===== config.mk =====
export PLATFORM = sky130hd
export DESIGN_NAME = token_fsm_ctrl
export DESIGN_NICKNAME = d
export VERILOG_FILES = /design/src/rtl/tfc_pkg.sv /design/src/rtl/tfc_mealy_logic.sv /design/src/rtl/tfc_moore_logic.sv /design/src/rtl/token_fsm_ctrl.sv
export SDC_FILE = /design/constraint.sdc
export NUM_CORES = 1
export LEC_CHECK = 0
export ABC_AREA = 1
export BUFFER_PORTS_ARGS = -buffer_cell sky130_fd_sc_hd__buf_2
export CAP_MARGIN = 10
export CORE_AREA = 4 4 41 43
export CTS_BUF_LIST = sky130_fd_sc_hd__clkbuf_8
export DETAILED_ROUTE_END_ITERATION = 10
export DIE_AREA = 0 0 45 47
export SLEW_MARGIN = 15
export SYNTH_ARGS = -nofsm -noshare
export SYNTH_HDL_FRONTEND = slang
export SYNTH_SLANG_ARGS = --single-unit
export TNS_END_PERCENT = 10

===== constraint.sdc =====
create_clock -name clk -period 1.05 [get_ports clk]
set_input_delay 0.0525 -clock clk [delete_from_list [all_inputs] [get_ports clk]]
set_output_delay 0.0525 -clock clk [all_outputs]
set_load 0.005 [all_outputs]

===== src/rtl/tfc_pkg.sv =====
package tfc_pkg;

    localparam int STATE_W = 2;

    typedef enum logic [STATE_W-1:0] {
        ST_A = 2'd0,
        ST_B = 2'd1,
        ST_C = 2'd2,
        ST_D = 2'd3
    } tfc_state_e;

    typedef struct packed {
        logic q1;
        logic q0;
    } tfc_out_t;

    localparam tfc_out_t OUT_ZERO = '{q1: 1'b0, q0: 1'b0};

endpackage


===== src/rtl/tfc_mealy_logic.sv =====
module tfc_mealy_logic
    import tfc_pkg::*;
(
    input  tfc_state_e cur,
    input  logic       a,
    input  logic       b,
    output tfc_state_e nxt,
    output tfc_out_t   outv,
    output logic       hit
);

    // Transition-output table; first matching condition wins.
    always_comb begin
        nxt  = cur;
        outv = OUT_ZERO;
        hit  = 1'b0;
        unique case (cur)
            ST_A: begin
                if (a | b) begin
                    nxt = ST_B; outv = '{1'b1, 1'b1}; hit = 1'b1;
                end else if (~a & ~b) begin
                    nxt = ST_C; outv = '{1'b1, 1'b0}; hit = 1'b1;
                end
            end
            ST_B: begin
                if (~a & b) begin
                    nxt = ST_A; outv = '{1'b0, 1'b0}; hit = 1'b1;
                end else if (~a & ~b) begin
                    nxt = ST_B; outv = '{1'b0, 1'b1}; hit = 1'b1;
                end else if (a & ~b) begin
                    nxt = ST_C; outv = '{1'b1, 1'b1}; hit = 1'b1;
                end else if (a & b) begin
                    nxt = ST_D; outv = '{1'b1, 1'b0}; hit = 1'b1;
                end
            end
            ST_C: begin
                if (~a & b) begin
                    nxt = ST_A; outv = '{1'b0, 1'b0}; hit = 1'b1;
                end else if (~b) begin
                    nxt = ST_B; outv = '{1'b0, 1'b1}; hit = 1'b1;
                end else if (a & b) begin
                    nxt = ST_D; outv = '{1'b1, 1'b1}; hit = 1'b1;
                end
            end
            ST_D: begin
                if (a & b) begin
                    nxt = ST_A; outv = '{1'b1, 1'b0}; hit = 1'b1;
                end else if (~b | ~a) begin
                    nxt = ST_C; outv = '{1'b0, 1'b0}; hit = 1'b1;
                end
            end
        endcase
    end

endmodule


===== src/rtl/tfc_moore_logic.sv =====
module tfc_moore_logic
    import tfc_pkg::*;
(
    input  tfc_state_e cur,
    input  logic       a,
    input  logic       b,
    output tfc_state_e nxt,
    output tfc_out_t   outv,
    output logic       hit
);

    // State-output table.
    always_comb begin
        unique case (cur)
            ST_A: outv = '{1'b1, 1'b1};
            ST_B: outv = '{1'b0, 1'b1};
            ST_C: outv = '{1'b0, 1'b0};
            ST_D: outv = '{1'b1, 1'b0};
        endcase
    end

    // Transition table; first matching condition wins.
    always_comb begin
        nxt = cur;
        hit = 1'b0;
        unique case (cur)
            ST_A: begin
                if (~b)     begin nxt = ST_C; hit = 1'b1; end
                else if (b) begin nxt = ST_D; hit = 1'b1; end
            end
            ST_B: begin
                if (~a)     begin nxt = ST_C; hit = 1'b1; end
                else if (a) begin nxt = ST_D; hit = 1'b1; end
            end
            ST_C: begin
                if (a & ~b)       begin nxt = ST_A; hit = 1'b1; end
                else if (~a & ~b) begin nxt = ST_B; hit = 1'b1; end
                else if (b)       begin nxt = ST_C; hit = 1'b1; end
            end
            ST_D: begin
                if (~a & ~b)     begin nxt = ST_A; hit = 1'b1; end
                else if (a & b)  begin nxt = ST_C; hit = 1'b1; end
                else if (a ^ b)  begin nxt = ST_D; hit = 1'b1; end
            end
        endcase
    end

endmodule


===== src/rtl/token_fsm_ctrl.sv =====
module token_fsm_ctrl
    import tfc_pkg::*;
#(
    parameter bit IS_MOORE = 1'b0
) (
    input  logic clk,
    input  logic rst_n,
    input  logic en,
    input  logic start,
    input  logic in_a,
    input  logic in_b,
    output logic q1,
    output logic q0,
    output logic finish
);

    tfc_state_e state_q;
    logic       active_q;
    logic       finish_q;
    tfc_state_e tbl_nxt;
    tfc_out_t   tbl_out;
    logic       tbl_hit;
    tfc_out_t   out_c;

    generate
        if (IS_MOORE) begin : g_moore
            tfc_moore_logic u_tbl (
                .cur (state_q),
                .a   (in_a),
                .b   (in_b),
                .nxt (tbl_nxt),
                .outv(tbl_out),
                .hit (tbl_hit)
            );
        end else begin : g_mealy
            tfc_mealy_logic u_tbl (
                .cur (state_q),
                .a   (in_a),
                .b   (in_b),
                .nxt (tbl_nxt),
                .outv(tbl_out),
                .hit (tbl_hit)
            );
        end
    endgenerate

    // State register, activity flag and token-out pulse.
    always_ff @(posedge clk) begin
        if (!rst_n) begin
            state_q  <= ST_A;
            active_q <= 1'b0;
            finish_q <= 1'b0;
        end else begin
            finish_q <= 1'b0;
            if (en) begin
                if (active_q) begin
                    state_q <= tbl_nxt;
                    if (tbl_nxt == ST_A && state_q != ST_A) begin
                        active_q <= 1'b0;
                        finish_q <= 1'b1;
                    end
                end else if (start) begin
                    active_q <= 1'b1;
                end
            end
        end
    end

    // Output process.
    always_comb begin
        out_c = OUT_ZERO;
        if (active_q) begin
            if (IS_MOORE) begin
                out_c = tbl_out;
            end else if (en && tbl_hit) begin
                out_c = tbl_out;
            end
        end
    end

    assign q1     = out_c.q1;
    assign q0     = out_c.q0;
    assign finish = finish_q;


    finish_single_chk: assert property (@(posedge clk) disable iff (!rst_n)
        finish |=> !finish);


    finish_home_chk: assert property (@(posedge clk) disable iff (!rst_n)
        finish |-> (state_q == ST_A && !active_q));


    idle_quiet_chk: assert property (@(posedge clk) disable iff (!rst_n)
        !active_q |-> (!q1 && !q0));


    hold_when_off_chk: assert property (@(posedge clk) disable iff (!rst_n)
        !en |=> ($stable(state_q) && $stable(active_q)));


    mealy_silent_chk: assert property (@(posedge clk) disable iff (!rst_n)
        (!IS_MOORE && !en) |-> (!q1 && !q0));


    wake_chk: assert property (@(posedge clk) disable iff (!rst_n)
        (!active_q && en && start) |=> (active_q && state_q == ST_A));

endmodule


Word level (Yosys, flattened, before mapping)
Index checks and enable logic that the tools add are counted.
Storage, ports and cells
  output and inout bits: 3
  logic and storage cells: 59
  bits in registers: 4
  input bits: 6
Operators by class
  reduce and logical (&&, ||, !) cells: 7
  bitwise logic cells: 8
  equality and inequality tests: 3
  multiplexer cells: 38
Operators with widths (number)
  2-to-1 mux 2 bit: 21
  case mux 2 bit (4 select lines): 2
  2-to-1 mux 1 bit: 14
  bitwise AND 1 bit: 4
  equality test 2 bit (second input constant): 2
  zero test 2 bit: 2
  case mux 1 bit (4 select lines): 1
  AND reduction 3 bit: 1
  equality test 2 x 1 -> 1 bit (second input constant): 1
  logical AND 1 bit: 2
  inverter 1 bit: 2
  OR 1 bit: 2
  AND reduction 2 bit: 1
  nonzero test 2 bit: 1

Logic depth before layout (Yosys ltp)
Gate-level depths: netlist (run 1).
  depth in word-level cells: 10
  depth in mapped cells: 8
  depth with buffers taken out: 8

Modules after synthesis
A second synthesis (run 1) with hierarchy kept.
Unflattened totals
  cell total of the unflattened synthesis: 65
  area, all modules: 394.1 um2
Modules (own cells, without submodules)
  tfc_mealy_logic: times used 1, cells each 39, area an instance 217.7 um2, sequential area each 0.0 um2
  token_fsm_ctrl: times used 1, cells each 26, area an instance 176.4 um2, sequential area each 80.1 um2

Worst setup path after synthesis (run 1)
Ideal clock, no wire load.
  path kind: flip-flop to flip-flop
  start point: register state_q[1]
  end point: register state_q[0]
  cell stages (with the launch flop): 6
  path slack: 0.111 ns
  arrival time: 0.824 ns
  required time: 0.935 ns
  buffers on the path: 1
  setup time: 0.115 ns
  clock period less this slack: 0.939 ns
  cells stage by stage: dfxtp_1 buf_6 inv_2 nand3b_4 nand4_2 and2_1
On the way
  cells in the longest elaborated chain, start to end: 2
  elaborated cells between the ends (all ways): 5
  classes of those cells: 3 x eq/ne; 1 x mux; 1 x reduce/logical
Ends and longest elaborated chain
  start, declared: line token_fsm_ctrl.sv:17  | tfc_state_e state_q;
  start signal, assigned: line token_fsm_ctrl.sv:57  | state_q <= tbl_nxt;
  equality test 2 bit, or another cell as far along: line tfc_mealy_logic.sv:17  | unique case (cur)
  case mux 2 bit (4 select lines) *: line tfc_mealy_logic.sv:17
Every way passes the cells marked *; elsewhere a longest branch is shown, timed or not.
A chain may end at the register's enable or synchronous reset.

Worst setup path after layout (run 1)
  start point: register state_q[0]
  end point: output q0
On the way
  cells in the longest elaborated chain, start to end: 5
  elaborated cells between the ends (all ways): 9
  classes of those cells: 3 x eq/ne; 4 x mux; 2 x reduce/logical
Ends and longest elaborated chain
  equality test 2 bit, or another cell as far along: line tfc_mealy_logic.sv:17
  case mux 1 bit (4 select lines): line tfc_mealy_logic.sv:17
  logical AND 1 bit: line token_fsm_ctrl.sv:75  | end else if (en && tbl_hit) begin
  2-to-1 mux 2 bit *: line token_fsm_ctrl.sv:75
  2-to-1 mux 2 bit *: line token_fsm_ctrl.sv:72  | if (active_q) begin
  end, declared: line token_fsm_ctrl.sv:13  | output logic q0,
Marks and branches as above.

==> impl_metrics.json, run 1 <==
{
  "status": "complete, but fails checks",
  "violations": "setup timing",
  "synth-edff-count": 0,
  "dp.cells": 76,
  "detail-route-antenna-nets": 0,
  "ys_types": 23,
  "cp-startpoint": "state_q[0]$_SDFFE_PN0P_",
  "layout_common_cells": "inv_1 (8), buf_2 (8), ha_1 (6)",
  "r2r-end": "state_q[1]$_SDFFE_PN0P_",
  "drc": 0,
  "drt_first_pass_iters": 3,
  "cp-end-kind": "primary output",
  "antenna_found_initial": 0,
  "critical_path.startpoint_type": "flop",
  "cts.clk_slew.worst_paths_ns": 0.03,
  "die_w_um": 45,
  "core_area_um2": 1300,
  "synth_seq_area_share_pct": 19.4,
  "crit_chain": "inv_8 > nor2_8 > o211ai_1 > a31oi_1 > buf_2",
  "endpoint": "q0",
  "critPathArrivalTime_ns": 1.10,
  "syn_avg_cell_area_um2": 7.94,
  "ff_latch_area_um2": 87.6,
  "path_class": "reg2out",
  "ir_worst_vdd_mv": 0.476,
  "utilization_pct": 42.2,
  "grt_overflow": 0,
  "vias_per_cell": 4.64,
  "insertion_delay_ns": 0.22,
  "layout_setup_ws_ns": -0.103,
  "tns_ns": -0.163,
  "wl_per_cell_um": 9.77,
  "critPathSlowestCell": "dfxtp_4",
  "holdBufCountCts": 0,
  "synthFlopType": "dfxtp_1",
  "grt_pass1_vias": 335,
  "reg2regPathDepth": 7,
  "period_needed_ns": 1.15,
  "cts_buffers": 3,
  "synth_area_um2": 413,
  "synth_top_cell_by_area": "dfxtp_1",
  "rows": 13,
  "synthCells": 52,
  "crit_buf_inv": 2,
  "cpPeakStageDelay_ns": 0.36,
  "r2r_slack_ns": 0.03,
  "relSlewSlack_pct": 86.2,
  "drt-initial-drc-count": 4,
  "post-route-period-util_pct": 110,
  "grt_usage_pct": 9.94,
  "cts_tree": "yes",
  "cts_buffer_depth": 2,
  "grt_max_degree": 9,
  "timing.fmax_mhz": 867,
  "hold_class": "in2reg",
  "critPathRequiredTime_ns": 1.00,
  "netlist_top_cells_area": "dfxtp_1 (19%), ha_1 (18%), inv_1 (7.3%)",
  "critical_path.top_delay_family": "flip-flops",
  "timing.rr.start": "state_q[1]$_SDFFE_PN0P_",
  "die_area_um2": 2120,
  "finalSetupViolCount": 2,
  "start_util_pct": 31.7,
  "clock_sinks": 4,
  "hold_viol_final": 0,
  "cts_htree_levels": 1,
  "maxSlewViolCount": 0,
  "antenna_cells": 0,
  "worstPathMaxFanout": 5,
  "synthesis.nets": 64,
  "worst-path-stages": 5,
  "drive_gt1_share_pct": 45.5,
  "design_area_um2": 549,
  "rsz0062_at_grt": "yes",
  "nFillCells": 146,
  "wirelength_um": 791,
  "final_cell_count_no_fill": 81,
  "grt_pass1_wl_mm": 1.35,
  "gp_congestion": 0.728,
  "dp_hpwl_um": 615,
  "worst_pin_slew_ns": 0.204,
  "p_per_area_nw_per_um2": 1140,
  "yosys_warnings": 0,
  "synth_top_area_share_pct": 19.4,
  "multiInputGateArea_um2": 287,
  "nets": 80,
  "port_buffers": 8,
  "ios": 9,
  "num_vias": 376,
  "placed_cell_area_um2": 488,
  "p_leak_uw": 0.000269,
  "area_growth_syn_to_layout_pct": 33.0,
  "synthArstFlopShare_pct": 0,
  "ys_ff_latch": 4,
  "die_y_um": 47,
  "clock-skew-final_ns": 0.000214,
  "root_buffer": "clkbuf_8",
  "drv_cap": 0
}
[report_power, final]
part | internal, uW | total, uW | switching, uW
sequential | 158 | 170 | 11.3
combinational | 58.5 | 128 | 69.4
clock | 245 | 327 | 82.7
total | 462 | 625 | 163
[synth_stat cells, types with 2 or more instances]
library cell,count
a21oi_1,2
inv_2,2
inv_1,8
nand2_1,6
dfxtp_1,4
nor2_1,4
o21ai_0,2
nand2_2,3
nand3_1,2
ha_1,6
[tightest hold or removal path: cells and delay by family]
family,cells,cell delay (ns)
buffers and inverters,1,0.10
AOI/OAI and AO/OA,2,0.13
[registers in the layout, summed over array words and instances, names as in the netlist]
register / count
active_q: 1
finish: 1
state_q: 2
[area by class of cell]
cell class | count | area share, %
timing repair buffer | 12 | 12.8
multi-input combinational | 37 | 52.2
sequential | 4 | 15.9
tap | 15 | 3.42
clock buffer | 3 | 7.52
inverter | 10 | 8.20
[layer usage]
layer	global-route usage (%)	up-vias	share of wire (%)
met5	0	-	0
met1	10.4	170	43
met3	3.83	4	3.0
li1	-	195	-
met4	14.0	0	7.2
met2	13.0	7	47
[stage by stage]
stage / power (uW) / worst slack, ns / hold WS [ns]
global placement: 298 / -0.0186 / 0.336
floorplan: 258 / 0.111 / 0.209
detailed placement: 299 / -0.0202 / 0.337
CTS: 628 / -0.167 / 0.102
global route: 672 / -0.177 / 0.114
finish: 625 / -0.103 / 0.105
[cells by family (layout without fill, tap and decap cells)]
group                      after synthesis  count (layout)  synth area share (%)
AOI/OAI and AO/OA                        8               8                  12.1
adders and majority gates                6               6                  18.2
buffers and inverters                   11              25                  11.8
DFF                                      4               4                  19.4
and+or+nand+nor                         23              23                  38.5
[timing repair]
item                                   in CTS  in global routing
pin swaps                                   2                  4
buffers inserted                            0                  3
endpoints found under the hold margin       0                  0
setup endpoints to repair                   2                  4
gates resized for setup                     4                  4
cloned                                      0                  0
[how the worst min path moves through the flow]
stage                                    endpoint  cells past startpoint  slack (ns)  start
final                     state_q[1]$_SDFFE_PN0P_                      3        0.10  rst_n
after global routing      state_q[1]$_SDFFE_PN0P_                      3        0.11  rst_n
after CTS                 state_q[1]$_SDFFE_PN0P_                      3        0.10  rst_n
after detailed placement  state_q[1]$_SDFFE_PN0P_                      3        0.34  rst_n
after global placement    state_q[1]$_SDFFE_PN0P_                      3        0.34  rst_n
after floorplan           state_q[1]$_SDFFE_PN0P_                      2        0.21  rst_n
Note: power is estimated with default switching activity, not from simulation.
==> run 2: changes to the inputs <==
--- a/config.mk
+++ b/config.mk
@@ -12,8 +12,9 @@
 export CTS_BUF_LIST = sky130_fd_sc_hd__clkbuf_8
 export DETAILED_ROUTE_END_ITERATION = 10
 export DIE_AREA = 0 0 45 47
-export SLEW_MARGIN = 15
+export SLEW_MARGIN = 10
 export SYNTH_ARGS = -nofsm -noshare
 export SYNTH_HDL_FRONTEND = slang
+export SYNTH_HIERARCHICAL = 1
 export SYNTH_SLANG_ARGS = --single-unit
 export TNS_END_PERCENT = 10
==> run 2 against run 1 <==
  * Register-to-register slack worse by 0.03 ns
  * Design area rose by 0.23%
  * Critical path depth grew 3
  * Power shrank 4.0%
  * Maximum frequency fell by 2.1%
  * Critical path type unchanged
  * Non-clock buffer count increased by 1
  * Combinational power down 15%
  * Utilization up 0.096 points
  * Sequential power fell by 3%
  * Count of clock-buffer cells in the layout unchanged
  * The flow still finishes with violations (setup timing)
  * Sequential cell count unchanged
  * Worst setup slack got worse by 0.024 ns
==> impl_metrics.json, run 2 <==
{
  "power_uw": 600,
  "violations": "setup timing",
  "dp.cells": 92,
  "synth_top_cell_by_area": "dfxtp_1",
  "wirelength_um": 780,
  "root_buffer": "clkbuf_8",
  "drt-initial-drc-count": 4,
  "netlist_top_cells_area": "dfxtp_1 (20%), ha_1 (19%), nand2_1 (16%)",
  "insertion_delay_ns": 0.22,
  "ys_types": 14,
  "synth-edff-count": 0,
  "synth_most_common_cell": "nand2_1",
  "critPathSlowestCell": "dfxtp_4",
  "core_area_um2": 1300,
  "p_per_area_nw_per_um2": 1090,
  "final_common_cell": "nand2_1",
  "utilization_pct": 42.3,
  "port_buffers": 8,
  "antenna_found_initial": 0,
  "synth_top_area_share_pct": 20.3,
  "vias_per_cell": 4.14,
  "die_area_um2": 2120,
  "largest_reg_flops": 2,
  "cp-end-kind": "primary output",
  "detail-route-antenna-nets": 0,
  "synth_area_um2": 394,
  "cpPeakStageDelay_ns": 0.35,
  "drv_cap": 0,
  "synthArstFlopShare_pct": 0,
  "hold_viol_final": 0,
  "synth_seq_area_share_pct": 20.3,
  "yosys-top-cells-count": "nand2_1 (17), inv_1 (10), nand3_1 (7), nor2_1 (7), ha_1 (6)",
  "grt_pass1_vias": 324,
  "rows": 13,
  "final_cell_count_no_fill": 95,
  "rsz0062_at_grt": "yes",
  "ir_worst_vdd_mv": 0.299,
  "synthesis.nets": 77,
  "antenna_cells": 0,
  "period_needed_ns": 1.18,
  "cts.clk_slew.worst_paths_ns": 0.03,
  "cts_htree_levels": 1,
  "gp_congestion": 0.817,
  "critPathArrivalTime_ns": 1.12,
  "yosys_warnings": 6,
  "grt_usage_pct": 9.31,
  "wl_per_cell_um": 8.21,
  "grt_overflow": 0,
  "layout_common_cells": "nand2_1 (17), inv_1 (10), buf_2 (8)",
  "critPathRequiredTime_ns": 1.00,
  "cts_buffers": 3,
  "cts_buffer_depth": 2,
  "dp_hpwl_um": 589,
  "layout_setup_ws_ns": -0.127,
  "critical_path.startpoint_type": "flop",
  "drive_gt1_share_pct": 33.8,
  "timing.fmax_mhz": 849,
  "p_leak_uw": 0.000293,
  "post-route-period-util_pct": 112,
  "synthCells": 65,
  "finalSetupViolCount": 3,
  "holdBufCountCts": 0,
  "clock-skew-final_ns": 0.00312,
  "place_ws_ns": -0.102,
  "worst_hold_slack_ns": 0.0737,
  "clock_sinks": 4,
  "cts_tree": "yes",
  "worstPathMaxFanout": 5,
  "regMostFlops": "state_q",
  "nets": 94,
  "area_growth_syn_to_layout_pct": 39.7,
  "maxSlewViolCount": 0,
  "num_vias": 393,
  "grt_pass1_wl_mm": 1.32,
  "synthFlopType": "dfxtp_1",
  "path_class": "reg2out",
  "drc": 0,
  "die_y_um": 47,
  "cts_setup_buffers": 0,
  "status": "complete, but fails checks",
  "drt_first_pass_iters": 4,
  "syn_avg_cell_area_um2": 6.06,
  "grt_max_degree": 9,
  "crit_top_cell": "nand2_1",
  "start_util_pct": 30.3,
  "hold_class": "in2reg",
  "ios": 9,
  "die_w_um": 45,
  "ys_ff_latch": 4,
  "crit_chain": "nor2_2 > nand2_1 > nand2_1 > inv_2 > nand2_1 > nand2_1 > nor2_1 > buf_2"
}
run 2: changes by cell type after synthesis, moves of 2 or more:
cell | before | now
nor2_1 | 4 | 7
inv_1 | 8 | 10
nand3_1 | 2 | 7
nor2_2 | 0 | 3
nand2_2 | 3 | 1
a21oi_1 | 2 | 4
nand2_1 | 6 | 17
run 2: critical path, delay by kind of cell, from the launching register on:
| family | cells | cell delay (ns) |
|---|---|---|
| flip-flops | 1 | 0.35 |
| buffers and inverters | 2 | 0.15 |
| AND/OR/NAND/NOR | 6 | 0.40 |
run 2: cell families (layout without fill, tap and decap cells):
kind of cell,count (synthesis),after routing,synth area share (%)
AO/OA/AOI/OAI,6,6,8.25
adder cells (fa/ha/maj),6,6,19.0
buffers and inverters,13,28,13.3
flip-flops,4,4,20.3
other,1,1,0.951
AND/OR/NAND/NOR,35,35,38.1
run 2: worst paths after layout:
kind | slack (ns) | cells past startpoint | to | from
hold reg to reg | 0.52 | 2 | state_q[1]$_SDFFE_PN0P_ | active_q$_SDFFE_PN0P_
setup / recovery | -0.13 | 8 | q0 | state_q[0]$_SDFFE_PN0P_
hold / removal | 0.07 | 3 | active_q$_SDFFE_PN0P_ | rst_n
setup reg to reg | 0 | 8 | finish$_SDFF_PN0_ | state_q[0]$_SDFFE_PN0P_
run 2: area by class of cell:
type / instances / area, um2
Clock buffer: 3 / 41.3
Sequential cell: 4 / 87.6
Tap cell: 15 / 18.8
Inverter: 12 / 47.5
Fill cell: 143 / 751
Timing Repair Buffer: 13 / 77.6
Multi-Input combinational cell: 48 / 278
run 2: stage by stage:
step / instance area, um2 / setup TNS [ns]
after floorplan: 394 / 0
after CTS: 544 / -0.263
after global routing: 551 / -0.698
after detailed placement: 483 / -0.505
final: 551 / -0.221
after global placement: 483 / -0.407
run 2: what timing repair did:
item	4_1_cts	5_1_grt
resized for setup	7	2
pin swaps	0	1
setup endpoints to repair	6	6
run 2: metal layers:
layer	share of wire, %	track usage [%]	wire length (um)
met1	50	11.1	389
met2	42	11.9	324
met3	4.5	3.45	35
met4	3.8	10.5	30
met5	0	0	0
run 2: report_power, final:
group / total (uW) / internal [uW] / switching (uW)
registers: 165 / 156 / 9.25
logic: 109 / 49.1 / 60.4
clock network: 326 / 244 / 81.2
total: 600 / 449 / 151
